### src/rtl/i2c_tgt_pkg.sv
package i2c_tgt_pkg;
  typedef enum logic [3:0] {
    ST_IDLE, ST_ADDR, ST_ADDR_ACK, ST_RX, ST_RX_ACK,
    ST_TX_REQ, ST_TX_WAIT, ST_TX, ST_TX_ACK
  } tgt_state_e;

  localparam int unsigned OFS_OWN  = 0;
  localparam int unsigned OFS_CTRL = 4;
  localparam int unsigned OFS_DATA = 8;
endpackage

### src/rtl/i2c_tgt_sync.sv
module i2c_tgt_sync (
  input  logic clk_i,
  input  logic rst_ni,
  input  logic scl_i,
  input  logic sda_i,
  output logic sda_o,
  output logic scl_rise_o,
  output logic scl_fall_o,
  output logic start_o,
  output logic stop_o
);
  localparam int unsigned NL = 2; // 0: scl, 1: sda
  logic [NL-1:0] line_in, s1_q, s2_q, s3_q;

  assign line_in = {sda_i, scl_i};

  for (genvar g = 0; g < NL; g++) begin : g_line
    always_ff @(posedge clk_i or negedge rst_ni) begin
      if (!rst_ni) begin
        s1_q[g] <= 1'b1;
        s2_q[g] <= 1'b1;
        s3_q[g] <= 1'b1;
      end else begin
        s1_q[g] <= line_in[g];
        s2_q[g] <= s1_q[g];
        s3_q[g] <= s2_q[g];
      end
    end
  end

  assign sda_o      = s2_q[1];
  assign scl_rise_o = s2_q[0] & ~s3_q[0];
  assign scl_fall_o = ~s2_q[0] & s3_q[0];
  // SDA moving while SCL stays high
  assign start_o    = s2_q[0] & s3_q[0] & ~s2_q[1] & s3_q[1];
  assign stop_o     = s2_q[0] & s3_q[0] & s2_q[1] & ~s3_q[1];
endmodule

### src/rtl/i2c_tgt_engine.sv
module i2c_tgt_engine
  import i2c_tgt_pkg::*;
#(
  parameter int unsigned DW = 8
) (
  input  logic          clk_i,
  input  logic          rst_ni,
  input  logic          sda_i,
  input  logic          scl_rise_i,
  input  logic          scl_fall_i,
  input  logic          start_i,
  input  logic          stop_i,
  input  logic          enable_i,
  input  logic [DW-2:0] own_addr_i,
  input  logic          rx_pend_i,
  input  logic          tx_pend_i,
  input  logic [DW-1:0] tx_byte_i,
  output logic          rx_done_o,
  output logic [DW-1:0] rx_byte_o,
  output logic          rx_first_o,
  output logic          tx_req_o,
  output logic          sda_oe_o,
  output logic          scl_oe_o
);
  localparam int unsigned CW = $clog2(DW + 1);
  localparam logic [CW-1:0] CNT_FULL = CW'(DW);
  localparam logic [CW-1:0] CNT_LAST = CW'(DW - 1);

  tgt_state_e    state_q;
  logic [DW-1:0] sh_q;
  logic [CW-1:0] cnt_q;
  logic          is_read_q, first_q, acked_q, sda_oe_q, rx_done_q, rx_first_q;

  always_ff @(posedge clk_i or negedge rst_ni) begin
    if (!rst_ni) begin
      state_q    <= ST_IDLE;
      sh_q       <= '0;
      cnt_q      <= '0;
      is_read_q  <= 1'b0;
      first_q    <= 1'b0;
      acked_q    <= 1'b0;
      sda_oe_q   <= 1'b0;
      rx_done_q  <= 1'b0;
      rx_first_q <= 1'b0;
    end else begin
      rx_done_q <= 1'b0;
      if (!enable_i || stop_i) begin
        state_q  <= ST_IDLE;
        sda_oe_q <= 1'b0;
      end else if (start_i) begin
        state_q  <= ST_ADDR;
        cnt_q    <= '0;
        sda_oe_q <= 1'b0;
      end else begin
        unique case (state_q)
          ST_ADDR: begin
            if (scl_rise_i && cnt_q != CNT_FULL) begin
              sh_q  <= {sh_q[DW-2:0], sda_i};
              cnt_q <= cnt_q + 1'b1;
            end else if (scl_fall_i && cnt_q == CNT_FULL) begin
              if (sh_q[DW-1:1] == own_addr_i) begin
                sda_oe_q  <= 1'b1;
                is_read_q <= sh_q[0];
                state_q   <= ST_ADDR_ACK;
              end else begin
                state_q <= ST_IDLE;
              end
            end
          end
          ST_ADDR_ACK: if (scl_fall_i) begin
            sda_oe_q <= 1'b0;
            cnt_q    <= '0;
            first_q  <= ~is_read_q;
            state_q  <= is_read_q ? ST_TX_REQ : ST_RX;
          end
          ST_RX: begin
            if (scl_rise_i && cnt_q != CNT_FULL) begin
              sh_q  <= {sh_q[DW-2:0], sda_i};
              cnt_q <= cnt_q + 1'b1;
            end else if (scl_fall_i && cnt_q == CNT_FULL) begin
              sda_oe_q   <= 1'b1;
              rx_done_q  <= 1'b1;
              rx_first_q <= first_q;
              first_q    <= 1'b0;
              state_q    <= ST_RX_ACK;
            end
          end
          ST_RX_ACK: if (scl_fall_i) begin
            sda_oe_q <= 1'b0;
            cnt_q    <= '0;
            state_q  <= ST_RX;
          end
          ST_TX_REQ: state_q <= ST_TX_WAIT;
          ST_TX_WAIT: if (!tx_pend_i) begin
            sh_q     <= tx_byte_i;
            sda_oe_q <= ~tx_byte_i[DW-1];
            cnt_q    <= '0;
            state_q  <= ST_TX;
          end
          ST_TX: if (scl_fall_i) begin
            if (cnt_q == CNT_LAST) begin
              sda_oe_q <= 1'b0;
              state_q  <= ST_TX_ACK;
            end else begin
              sda_oe_q <= ~sh_q[DW-2];
              sh_q     <= {sh_q[DW-2:0], 1'b0};
              cnt_q    <= cnt_q + 1'b1;
            end
          end
          ST_TX_ACK: begin
            if (scl_rise_i) acked_q <= ~sda_i;
            else if (scl_fall_i) state_q <= acked_q ? ST_TX_REQ : ST_IDLE;
          end
          default: ;
        endcase
      end
    end
  end

  assign rx_done_o  = rx_done_q;
  assign rx_byte_o  = sh_q;
  assign rx_first_o = rx_first_q;
  assign tx_req_o   = (state_q == ST_TX_REQ);
  assign sda_oe_o   = sda_oe_q;
  // stretch at the start of a byte until software catches up
  assign scl_oe_o   = (state_q == ST_RX && cnt_q == '0 && rx_pend_i)
                    || state_q == ST_TX_REQ || state_q == ST_TX_WAIT;
endmodule

### src/rtl/i2c_tgt_regs.sv
module i2c_tgt_regs
  import i2c_tgt_pkg::*;
#(
  parameter int unsigned RAW      = 4,
  parameter int unsigned RDW      = 32,
  parameter int unsigned DW       = 8,
  parameter logic [DW-2:0] DEF_ADDR = 7'h42
) (
  input  logic           clk_i,
  input  logic           rst_ni,
  input  logic           req_i,
  input  logic           we_i,
  input  logic [RAW-1:0] addr_i,
  input  logic [DW-1:0]  wdata_i,
  output logic [RDW-1:0] rdata_o,
  input  logic           rx_done_i,
  input  logic [DW-1:0]  rx_byte_i,
  input  logic           rx_first_i,
  input  logic           tx_req_i,
  output logic           enable_o,
  output logic [DW-2:0]  own_addr_o,
  output logic           rx_pend_o,
  output logic           tx_pend_o,
  output logic           first_o,
  output logic [DW-1:0]  tx_byte_o
);
  localparam int unsigned AW = DW - 1;
  localparam logic [RAW-1:0] A_OWN  = RAW'(OFS_OWN);
  localparam logic [RAW-1:0] A_CTRL = RAW'(OFS_CTRL);
  localparam logic [RAW-1:0] A_DATA = RAW'(OFS_DATA);

  logic [AW-1:0] own_q;
  logic [DW-1:0] rx_q, tx_q;
  logic          en_q, rxp_q, txp_q, first_q;
  logic          wr, rd;

  assign wr = req_i & we_i;
  assign rd = req_i & ~we_i;

  always_ff @(posedge clk_i or negedge rst_ni) begin
    if (!rst_ni) begin
      own_q   <= DEF_ADDR;
      en_q    <= 1'b0;
      rx_q    <= '0;
      tx_q    <= '0;
      rxp_q   <= 1'b0;
      txp_q   <= 1'b0;
      first_q <= 1'b0;
    end else begin
      if (wr && addr_i == A_OWN)  own_q <= wdata_i[AW-1:0];
      if (wr && addr_i == A_CTRL) en_q  <= wdata_i[0];
      if (wr && addr_i == A_DATA) begin
        tx_q  <= wdata_i;
        txp_q <= 1'b0;
      end
      if (tx_req_i) txp_q <= 1'b1;
      if (rd && addr_i == A_DATA) begin
        rxp_q   <= 1'b0;
        first_q <= 1'b0;
      end
      if (rx_done_i) begin
        rx_q    <= rx_byte_i;
        rxp_q   <= 1'b1;
        first_q <= rx_first_i;
      end
    end
  end

  always_comb begin
    rdata_o = '0;
    unique case (addr_i)
      A_OWN:  rdata_o = {{(RDW-AW){1'b0}}, own_q};
      A_CTRL: rdata_o = {{(RDW-3){1'b0}}, first_q, txp_q, rxp_q};
      A_DATA: rdata_o = {{(RDW-DW){1'b0}}, rx_q};
      default: rdata_o = '0;
    endcase
  end

  assign enable_o   = en_q;
  assign own_addr_o = own_q;
  assign rx_pend_o  = rxp_q;
  assign tx_pend_o  = txp_q;
  assign first_o    = first_q;
  assign tx_byte_o  = tx_q;
endmodule

### src/rtl/i2c_tgt_ctrl.sv
module i2c_tgt_ctrl #(
  parameter int unsigned RAW      = 4,
  parameter int unsigned RDW      = 32,
  parameter int unsigned DW       = 8,
  parameter logic [DW-2:0] DEF_ADDR = 7'h42
) (
  input  logic           clk_i,
  input  logic           rst_ni,
  input  logic           reg_req_i,
  input  logic           reg_we_i,
  input  logic [RAW-1:0] reg_addr_i,
  input  logic [RDW-1:0] reg_wdata_i,
  output logic [RDW-1:0] reg_rdata_o,
  input  logic           scl_i,
  input  logic           sda_i,
  output logic           scl_oe_o,
  output logic           sda_oe_o
);
  logic          sda_s, scl_rise, scl_fall, start_c, stop_c;
  logic          enable, rx_pend, tx_pend, first_rx, rx_done, rx_first, tx_req;
  logic [DW-2:0] own_addr;
  logic [DW-1:0] rx_byte, tx_byte;
  logic          unused_wdata;

  assign unused_wdata = ^reg_wdata_i[RDW-1:DW];

  i2c_tgt_sync u_sync (
    .clk_i, .rst_ni, .scl_i, .sda_i,
    .sda_o(sda_s), .scl_rise_o(scl_rise), .scl_fall_o(scl_fall),
    .start_o(start_c), .stop_o(stop_c)
  );

  i2c_tgt_engine #(.DW(DW)) u_engine (
    .clk_i, .rst_ni,
    .sda_i(sda_s), .scl_rise_i(scl_rise), .scl_fall_i(scl_fall),
    .start_i(start_c), .stop_i(stop_c),
    .enable_i(enable), .own_addr_i(own_addr),
    .rx_pend_i(rx_pend), .tx_pend_i(tx_pend), .tx_byte_i(tx_byte),
    .rx_done_o(rx_done), .rx_byte_o(rx_byte), .rx_first_o(rx_first),
    .tx_req_o(tx_req), .sda_oe_o, .scl_oe_o
  );

  i2c_tgt_regs #(.RAW(RAW), .RDW(RDW), .DW(DW), .DEF_ADDR(DEF_ADDR)) u_regs (
    .clk_i, .rst_ni,
    .req_i(reg_req_i), .we_i(reg_we_i), .addr_i(reg_addr_i),
    .wdata_i(reg_wdata_i[DW-1:0]), .rdata_o(reg_rdata_o),
    .rx_done_i(rx_done), .rx_byte_i(rx_byte), .rx_first_i(rx_first),
    .tx_req_i(tx_req),
    .enable_o(enable), .own_addr_o(own_addr),
    .rx_pend_o(rx_pend), .tx_pend_o(tx_pend), .first_o(first_rx),
    .tx_byte_o(tx_byte)
  );
endmodule

### config.mk
export PLATFORM = sky130hd
export DESIGN_NAME = i2c_tgt_ctrl
export DESIGN_NICKNAME = d
export VERILOG_FILES = /design/src/rtl/i2c_tgt_pkg.sv /design/src/rtl/i2c_tgt_sync.sv /design/src/rtl/i2c_tgt_engine.sv /design/src/rtl/i2c_tgt_regs.sv /design/src/rtl/i2c_tgt_ctrl.sv
export SDC_FILE = /design/constraint.sdc
export NUM_CORES = 1
export LEC_CHECK = 0
export BUFFER_PORTS_ARGS = -buffer_cell sky130_fd_sc_hd__buf_2
export CORE_MARGIN = 10
export CORE_UTILIZATION = 55
export CTS_CLUSTER_DIAMETER = 120
export DETAILED_ROUTE_END_ITERATION = 7
export PLACE_DENSITY = 0.84
export SYNTH_ARGS = -nofsm -noshare
export SYNTH_HDL_FRONTEND = slang
export SYNTH_SLANG_ARGS = --single-unit
### constraint.sdc
create_clock -name clk_i -period 5 [get_ports clk_i]
set_input_delay 0.75 -clock clk_i [delete_from_list [all_inputs] [get_ports clk_i]]
set_output_delay 0.75 -clock clk_i [all_outputs]
set_load 0.01 [all_outputs]
==> results of run 1 <==
==> logic make-up after synthesis <==
group           share of synthesized area
mux                                0.1735
buf+inv                           0.08230
simple gates                       0.1700
compound gates                     0.1128
other cells                      0.001158
flops                              0.4281
xor+xnor                          0.02434
fa+ha+maj                        0.007727
==> cell usage after synthesis (all sizes together) (2+ instances only) <==
cell type,number,share of area
nand2,20,0.023
nand2b,6,0.012
or3,2,0.0039
o41ai,5,0.014
o21ai,15,0.023
o21a,2,0.0046
xnor2,7,0.019
nand3,6,0.0093
clkbuf,12,0.014
and2,3,0.0058
ha,2,0.0077
inv,9,0.010
nor2b,5,0.0097
nand4b,5,0.014
nand4,3,0.0058
buf,26,0.058
nand4bb,2,0.0070
nor2,18,0.021
a21oi,12,0.019
mux2,41,0.14
dfstp,8,0.065
mux2i,10,0.031
a22oi,2,0.0046
xor2,2,0.0054
a22o,2,0.0054
nor3,11,0.022
o211ai,2,0.0046
and3b,2,0.0054
o2bb2ai,2,0.0054
dfrtp,47,0.36
nor3b,3,0.0070
a32oi,2,0.0054
nand3b,4,0.0093
and3,3,0.0058
==> placed cells by master, fill, tap and decap left out, drive strengths merged, types with 3 or more instances in the layout <==
cell	count
nor2	18
nand2	20
nand3b	4
nor3	11
dfrtp	47
mux2	41
o21ai	15
inv	11
conb	24
dfstp	8
o41ai	5
mux2i	10
clkbuf	5
and3	3
xnor2	7
nand4	3
buf	29
nand4b	5
nand3	6
nand2b	6
a21oi	12
and2	3
nor3b	3
nor2b	5
==> stage by stage <==
step / util / cells / total power [uW] / worst slack (ns)
floorplan: - / 338 / 613.7 / 2.609
global placement: 0.5942 / 401 / 638.8 / 2.482
detailed placement: 0.5942 / 401 / 644.7 / 2.429
CTS: 0.6125 / 409 / 916.0 / 2.227
global route: 0.6125 / 409 / 952.3 / 2.076
finish: 0.6125 / 409 / 907.4 / 2.196
==> registers in the layout, summed over array words and instances, names as in the netlist, 2 cells and up <==
name / flops
u_engine.rx_byte_o: 8
u_regs.rx_q: 8
u_regs.tx_byte_o: 8
u_regs.own_addr_o: 7
u_engine.cnt_q: 4
u_engine.state_q: 4
u_sync.s1_q: 2
u_sync.s3_q: 2
==> power by group <==
group / total, uW / internal (uW) / switching, uW
combinational: 123 / 54.1 / 68.7
clock: 270 / 107 / 163
sequential: 515 / 483 / 32.4
==> final cells by class <==
class | instances | area, um2
clock buffer | 5 | 68.82
clock inverter | 3 | 33.78
fill | 463 | 2173
inverter | 9 | 33.78
multi-input combinational | 236 | 1672
sequential | 55 | 1386
tap | 72 | 90.09
timing repair buffer | 29 | 150.1
==> worst register-to-register path: stages, from the launching register on <==
cell,delay [ns]
dfrtp_1,0.39
inv_1,0.07
ha_1,0.21
and3b_1,0.24
or4b_4,0.52
o21a_1,0.21
nor3_4,0.43
mux2_2,0.39
==> layer usage <==
layer,share of wire,global-route usage,up-vias
met5,0,0,-
met4,0.011,0.03946,0
met3,0.078,0.04187,8
met2,0.49,0.2377,98
met1,0.42,0.1829,1185
li1,-,-,1130
==> final timing paths <==
kind / to / cells past startpoint
setup / recovery: scl_oe_o / 5
hold / removal: u_sync.sda_o / 0
setup reg to reg: u_engine.rx_byte_o[1] / 7
hold reg to reg: u_sync.sda_o / 0
max in group asynchronous: u_engine.state_q[3] / 2
min in group asynchronous: u_engine.acked_q / 2
==> key figures, run 1 <==
Pwr
  • Lkg Pwr: 0.001570 uW
  • PD cells: 264.2 nW/um2
  • Maximum vdd drop: 0.2045 mV

Worst setup path
  • CP required: 4.25 ns
  • Kind of start point of the critical path: register
  • Crit-path leading delay family: flip-flops
  • Setup CP Type: register to primary output
  • Critical path arrival: 2.05 ns
  • CP Buf/Inv Count: 1
  • Worst reg2reg startpoint: u_engine.cnt_q[0]
  • CP endpoint kind: primary output
  • Slowest cell on crit path: dfrtp_1
  • Setup crit start: u_engine.state_q[2]
  • Worst path max stage delay: 0.86 ns
  • R2R Setup Slk: 2.43 ns
  • Crit-path cells: nand2b_1, o21ai_0, a22oi_1, nor2_1, buf_2
  • Max FO, Critical Path: 26

Clocking
  • # hold bufs at CTS: 0
  • Clk buf depth: 2
  • Htree depth: 2
  • # Post-CTS Setup Buffers: 0
  • Clk Latency, worst-skew pair: 0.32 ns
  • Sink Count: 55
  • CTS tree: done
  • Clock Pin Slew Worst Setup and Hold Paths: 0.10 ns
  • CTS root buffer: clkbuf_8
  • TritonCTS Buffers: 5
  • Post-CTS Resized: 0

Run
  • Max Cap Violations: 0

Timing
  • Crit share post-route: 0.5608
  • Setup Skew: 0.01261 ns
  • Hold Vio Cnt, Final: 0
  • WHS: 0.3630 ns
  • Max Slew Vio Count: 0
  • Worst rel slew slack: 0.4420
  • Final TNS setup: 0 ns
  • Slew @ Worst Pin: 0.8339 ns
  • Max Fclk: 356.7 MHz
  • RSZ-0062 raised after global routing: false
  • Minimum clock period: 2.804 ns
  • Final setup fails: 0

Drt
  • Drt wl/cell: 17.02 um
  • Number of DRC markers in iteration 0: 207
  • Drt total wl: 6961 um
  • Via Count: 2,421
  • Routed Antenna Nets: 0
  • Vias per cell: 5.919
  • DR pass1 iterations: 4
  • DRC: 0

Floorplanning
  • Horiz. Die Dim: 96.73 um
  • Die Y: 96.73 um
  • Ports: 76
  • Initial core utilization: 0.5774
  • Die area: 9357 um2
  • Core Region: 5608 um2
  • FP Rows: 27

Synthesis
  • Synth Flop Type: dfrtp_1
  • Count of different cell masters after synthesis: 51
  • EDFF count, synth: 0
  • Post-synthesis instance area: 3238 um2
  • Register bit total from synthesis: 55
  • Mean Syn Cell Area: 10.28 um2
  • Asr flop ratio synth: 1.000
  • Sequential cell area fraction in the yosys report: 0.4281
  • Synth Instances: 315
  • Yosys warns: 0

Worst hold path
  • HP Start: u_sync.s1_q[1]
  • Tightest Hold Check Type: register to register

Placed design
  • Routability Congestion: 0.8992
  • Hpwl dp: 5125 um
  • I/O Buffers: 27
  • Placed Instance Area: 3332 um2

Layout
  • NumNets Final: 380
  • Synthesis-to-layout area growth: 6.066%
  • Layout cells sized above 1: 0.2671
  • Antenna diode count: 0
  • Final Instance Area: 3435 um2

GRT
  • First-pass GRT wire length: 11,790 um
  • Vias in the first global route: 2,397
  • Largest net degree at the start of global routing: 56
  • GR Util All Layers: 0.1456
  • GRT overflow: 0
  • Initial antenna violation count: 0

Outcome
  • Status: finished clean
Power figures use the tool's default switching activity.
==> run 2, diff against run 1 <==
--- a/config.mk
+++ b/config.mk
@@ -7,10 +7,10 @@
 export LEC_CHECK = 0
 export BUFFER_PORTS_ARGS = -buffer_cell sky130_fd_sc_hd__buf_2
 export CORE_MARGIN = 10
-export CORE_UTILIZATION = 55
+export CORE_UTILIZATION = 54
 export CTS_CLUSTER_DIAMETER = 120
 export DETAILED_ROUTE_END_ITERATION = 7
-export PLACE_DENSITY = 0.84
+export PLACE_DENSITY = 0.83
 export SYNTH_ARGS = -nofsm -noshare
 export SYNTH_HDL_FRONTEND = slang
 export SYNTH_SLANG_ARGS = --single-unit
==> constraint.sdc (replaced) <==
create_clock -name clk_i -period 2.8 [get_ports clk_i]
set_input_delay 0.42 -clock clk_i [delete_from_list [all_inputs] [get_ports clk_i]]
set_output_delay 0.42 -clock clk_i [all_outputs]
set_load 0.01 [all_outputs]
==> run 2 against run 1 <==
- sequential power grew 79%
- combinational power grew 86%
- worst hold slack lost 0.25 ns
- sequential share of layout area shrank 0.49 points
- cell count grew 2.2%
- non-clock buffer count grew 6
- first-iteration DRC count grew 17%
- global-route usage grew 0.71 points
- wire length grew 6.9%
- sequential cell count is the same
- clock skew shrank 0.0040 ns
- critical path depth grew 2
- critical path type is now register to register
- highest routed layer unchanged
==> key figures, run 2 (same netlist as run 1, synthesis figures left out) <==
Worst setup path
  • Slowest cell on crit path: or4b_4
  • CP required: 3.01 ns (-1.24 ns)
  • Worst reg2reg startpoint: u_engine.cnt_q[1]
  • Worst path max stage delay: 0.52 ns (-0.34 ns)
  • Critical path arrival: 2.79 ns (+0.74 ns)
  • Setup CP Type: register to register
  • Kind of start point of the critical path: register
  • Crit-path leading delay family: simple AND/OR/NAND/NOR gates
  • Setup crit start: u_engine.cnt_q[1]
  • CP endpoint kind: register
  • Crit-path cells: inv_1, ha_1, and3b_1, or4b_4, o21a_1, nor3_4, mux2_2
  • Max FO, Critical Path: 8 (-69%)
  • CP Buf/Inv Count: 1 (unchanged)

Layout
  • NumNets Final: 386 (+1.6%)
  • Final cell count without fillers: 418 (+2.2%)
  • Layout fillers: 482 (+4.1%)
  • Most frequent cells in the layout: dfrtp_1 (47), mux2_2 (41), buf_2 (27), conb_1 (24), nand2_1 (20)
  • Synthesis-to-layout area growth: 7.380%
  • Commonest non-fill, non-tap cell in the layout: dfrtp_1
  • Antenna diode count: 0 (unchanged)
  • Layout cells sized above 1: 0.2799 (+0.01282)

Pwr
  • Maximum vdd drop: 0.4658 mV (+130%)
  • Gate power share: 0.141 (+0.006)
  • Switching share of total power: 0.2948 (+0.003793)
  • Lkg Pwr: 0.001597 uW (+1.7%)
  • PD cells: 466.9 nW/um2 (+77%)
  • Net Switching: 478.5 uW (+81%)
  • Register share of total power: 0.568 (about the same)
  • Total chip power: 1623 uW (+79%)
  • Clk pwr share: 0.291 (-0.006)
  • Internal power: 1145 uW (+78%)

Clocking
  • Sink Count: 55 (unchanged)
  • Clock Pin Slew Worst Setup and Hold Paths: 0.11 ns (about the same)
  • Clk buf depth: 2 (unchanged)
  • TritonCTS Buffers: 5 (unchanged)
  • CTS root buffer: clkbuf_8
  • Post-CTS Resized: 0 (unchanged)
  • # Post-CTS Setup Buffers: 0 (unchanged)
  • # hold bufs at CTS: 0 (unchanged)
  • Clk Latency, worst-skew pair: 0.32 ns (about the same)
  • Htree depth: 2 (unchanged)
  • CTS tree: done

Placed design
  • Routability Congestion: 0.9119 (+1.4%)
  • I/O Buffers: 27 (unchanged)
  • Hpwl dp: 5575 um (+8.8%)
  • Setup WS pre-CTS: 0.2442 ns (-2.185 ns)
  • Placed insts: 410 (+2.2%)

Timing
  • Slew @ Worst Pin: 0.6939 ns (-0.1400 ns)
  • Setup Skew: 0.008631 ns (-0.003978 ns)
  • Final worst slack: 0.2253 ns (-1.971 ns)
  • RSZ-0062 raised after global routing: false
  • Minimum clock period: 2.575 ns
  • Max Slew Vio Count: 0 (unchanged)
  • Hold Vio Cnt, Final: 0 (unchanged)
  • Worst rel slew slack: 0.5374 (+0.09537)
  • Crit share post-route: 0.9195
  • Max Fclk: 388.4 MHz
  • Final TNS setup: 0 ns (unchanged)
  • Final setup fails: 0 (unchanged)

Drt
  • Vias per cell: 5.921 (about the same)
  • DR pass1 iterations: 5 (+1)
  • DRC: 0 (unchanged)
  • Number of DRC markers in iteration 0: 242 (+17%)
  • Via Count: 2,475 (+2.2%)
  • Drt wl/cell: 17.79 um (+4.6%)
  • Drt total wl: 7438 um (+6.9%)
  • Routed Antenna Nets: 0 (unchanged)

Run
  • Max Cap Violations: 0 (unchanged)

Outcome
  • Status: finished clean

Floorplanning
  • Initial core utilization: 0.5502 (-0.02725)
  • Horiz. Die Dim: 97.44 um (+0.73%)
  • FP Rows: 28 (+3.7%)
  • Ports: 76 (unchanged)
  • Die Y: 97.44 um (+0.73%)
  • Die area: 9494 um2 (+1.5%)
  • Core Region: 5886 um2 (+5.0%)

GRT
  • Vias in the first global route: 2,505 (+4.5%)
  • First-pass GRT wire length: 12,200 um (+3.5%)
  • Largest net degree at the start of global routing: 31 (-45%)
  • GRT overflow: 0 (unchanged)
  • GR Util All Layers: 0.1527 (+0.007070)
  • Initial antenna violation count: 0 (unchanged)

Worst hold path
  • Tightest Hold Check Type: input pin to asynchronous set/reset pin
==> run 2: cell types whose count changed in the layout (fill, tap and decap cells not counted) <==
cell	delta
clkinv_8	-1
inv_6	-2
clkinvlp_4	+1
clkinv_4	+1
buf_4	+6
inv_8	+1
==> run 2: worst reg2reg max path, cell delays in order, from the launching register on <==
cell and delay, ns:
dfrtp_1 0.42, inv_1 0.06, ha_1 0.20, and3b_1 0.24, or4b_4 0.52, o21a_1 0.22, nor3_4 0.43, mux2_2 0.39
==> run 2: per-layer routing <==
metal  routed length (um)  GRT usage
met1                 3026     0.1779
met2                 3764     0.2596
met3                  528    0.04481
met4                  119    0.05369
met5                    0          0
==> run 2: worst paths after layout <==
path,to,slack [ns],cells after the start
setup / recovery,u_engine.rx_byte_o[0],0.23,7
hold / removal,u_engine.rx_byte_o[6],0.11,1
setup reg to reg,u_engine.rx_byte_o[0],0.23,7
hold reg to reg,u_sync.s2_q[0],0.36,0
max in group asynchronous,u_regs.own_addr_o[1],1.96,2
min in group clk_i,u_sync.s1_q[0],0.19,1
==> run 2: area by class of cell <==
cell class | count | area [um2] | share of cell area
inverters | 9 | 33.78 | 0.009716
multi-input cells | 236 | 1672 | 0.4807
flip-flops and latches | 55 | 1386 | 0.3987
clock inverters | 3 | 27.53 | 0.007917
well taps | 75 | 93.84 | 0.02699
clock buffers | 5 | 68.82 | 0.01979
repair buffers | 35 | 195.2 | 0.05614
==> run 2: metrics by stage <==
stage / util / hold slack (ns) / area, um2
CTS: 0.5908 / 0.1287 / 3477
detailed placement: 0.5744 / 0.3512 / 3381
global placement: 0.5744 / 0.3455 / 3381
floorplan: - / 0.1244 / 3324
finish: 0.5908 / 0.1121 / 3477
global route: 0.5908 / 0.1422 / 3477
==> run 2: power by group through the flow <==
stage / Combinational (uW) / Sequential, uW / Clock, uW
final: 229 / 922 / 472
after global placement: 214 / 932 / 0
after floorplan: 185 / 911 / 0
after detailed placement: 226 / 935 / 0
after CTS: 227 / 921 / 485
after global routing: 253 / 929 / 516
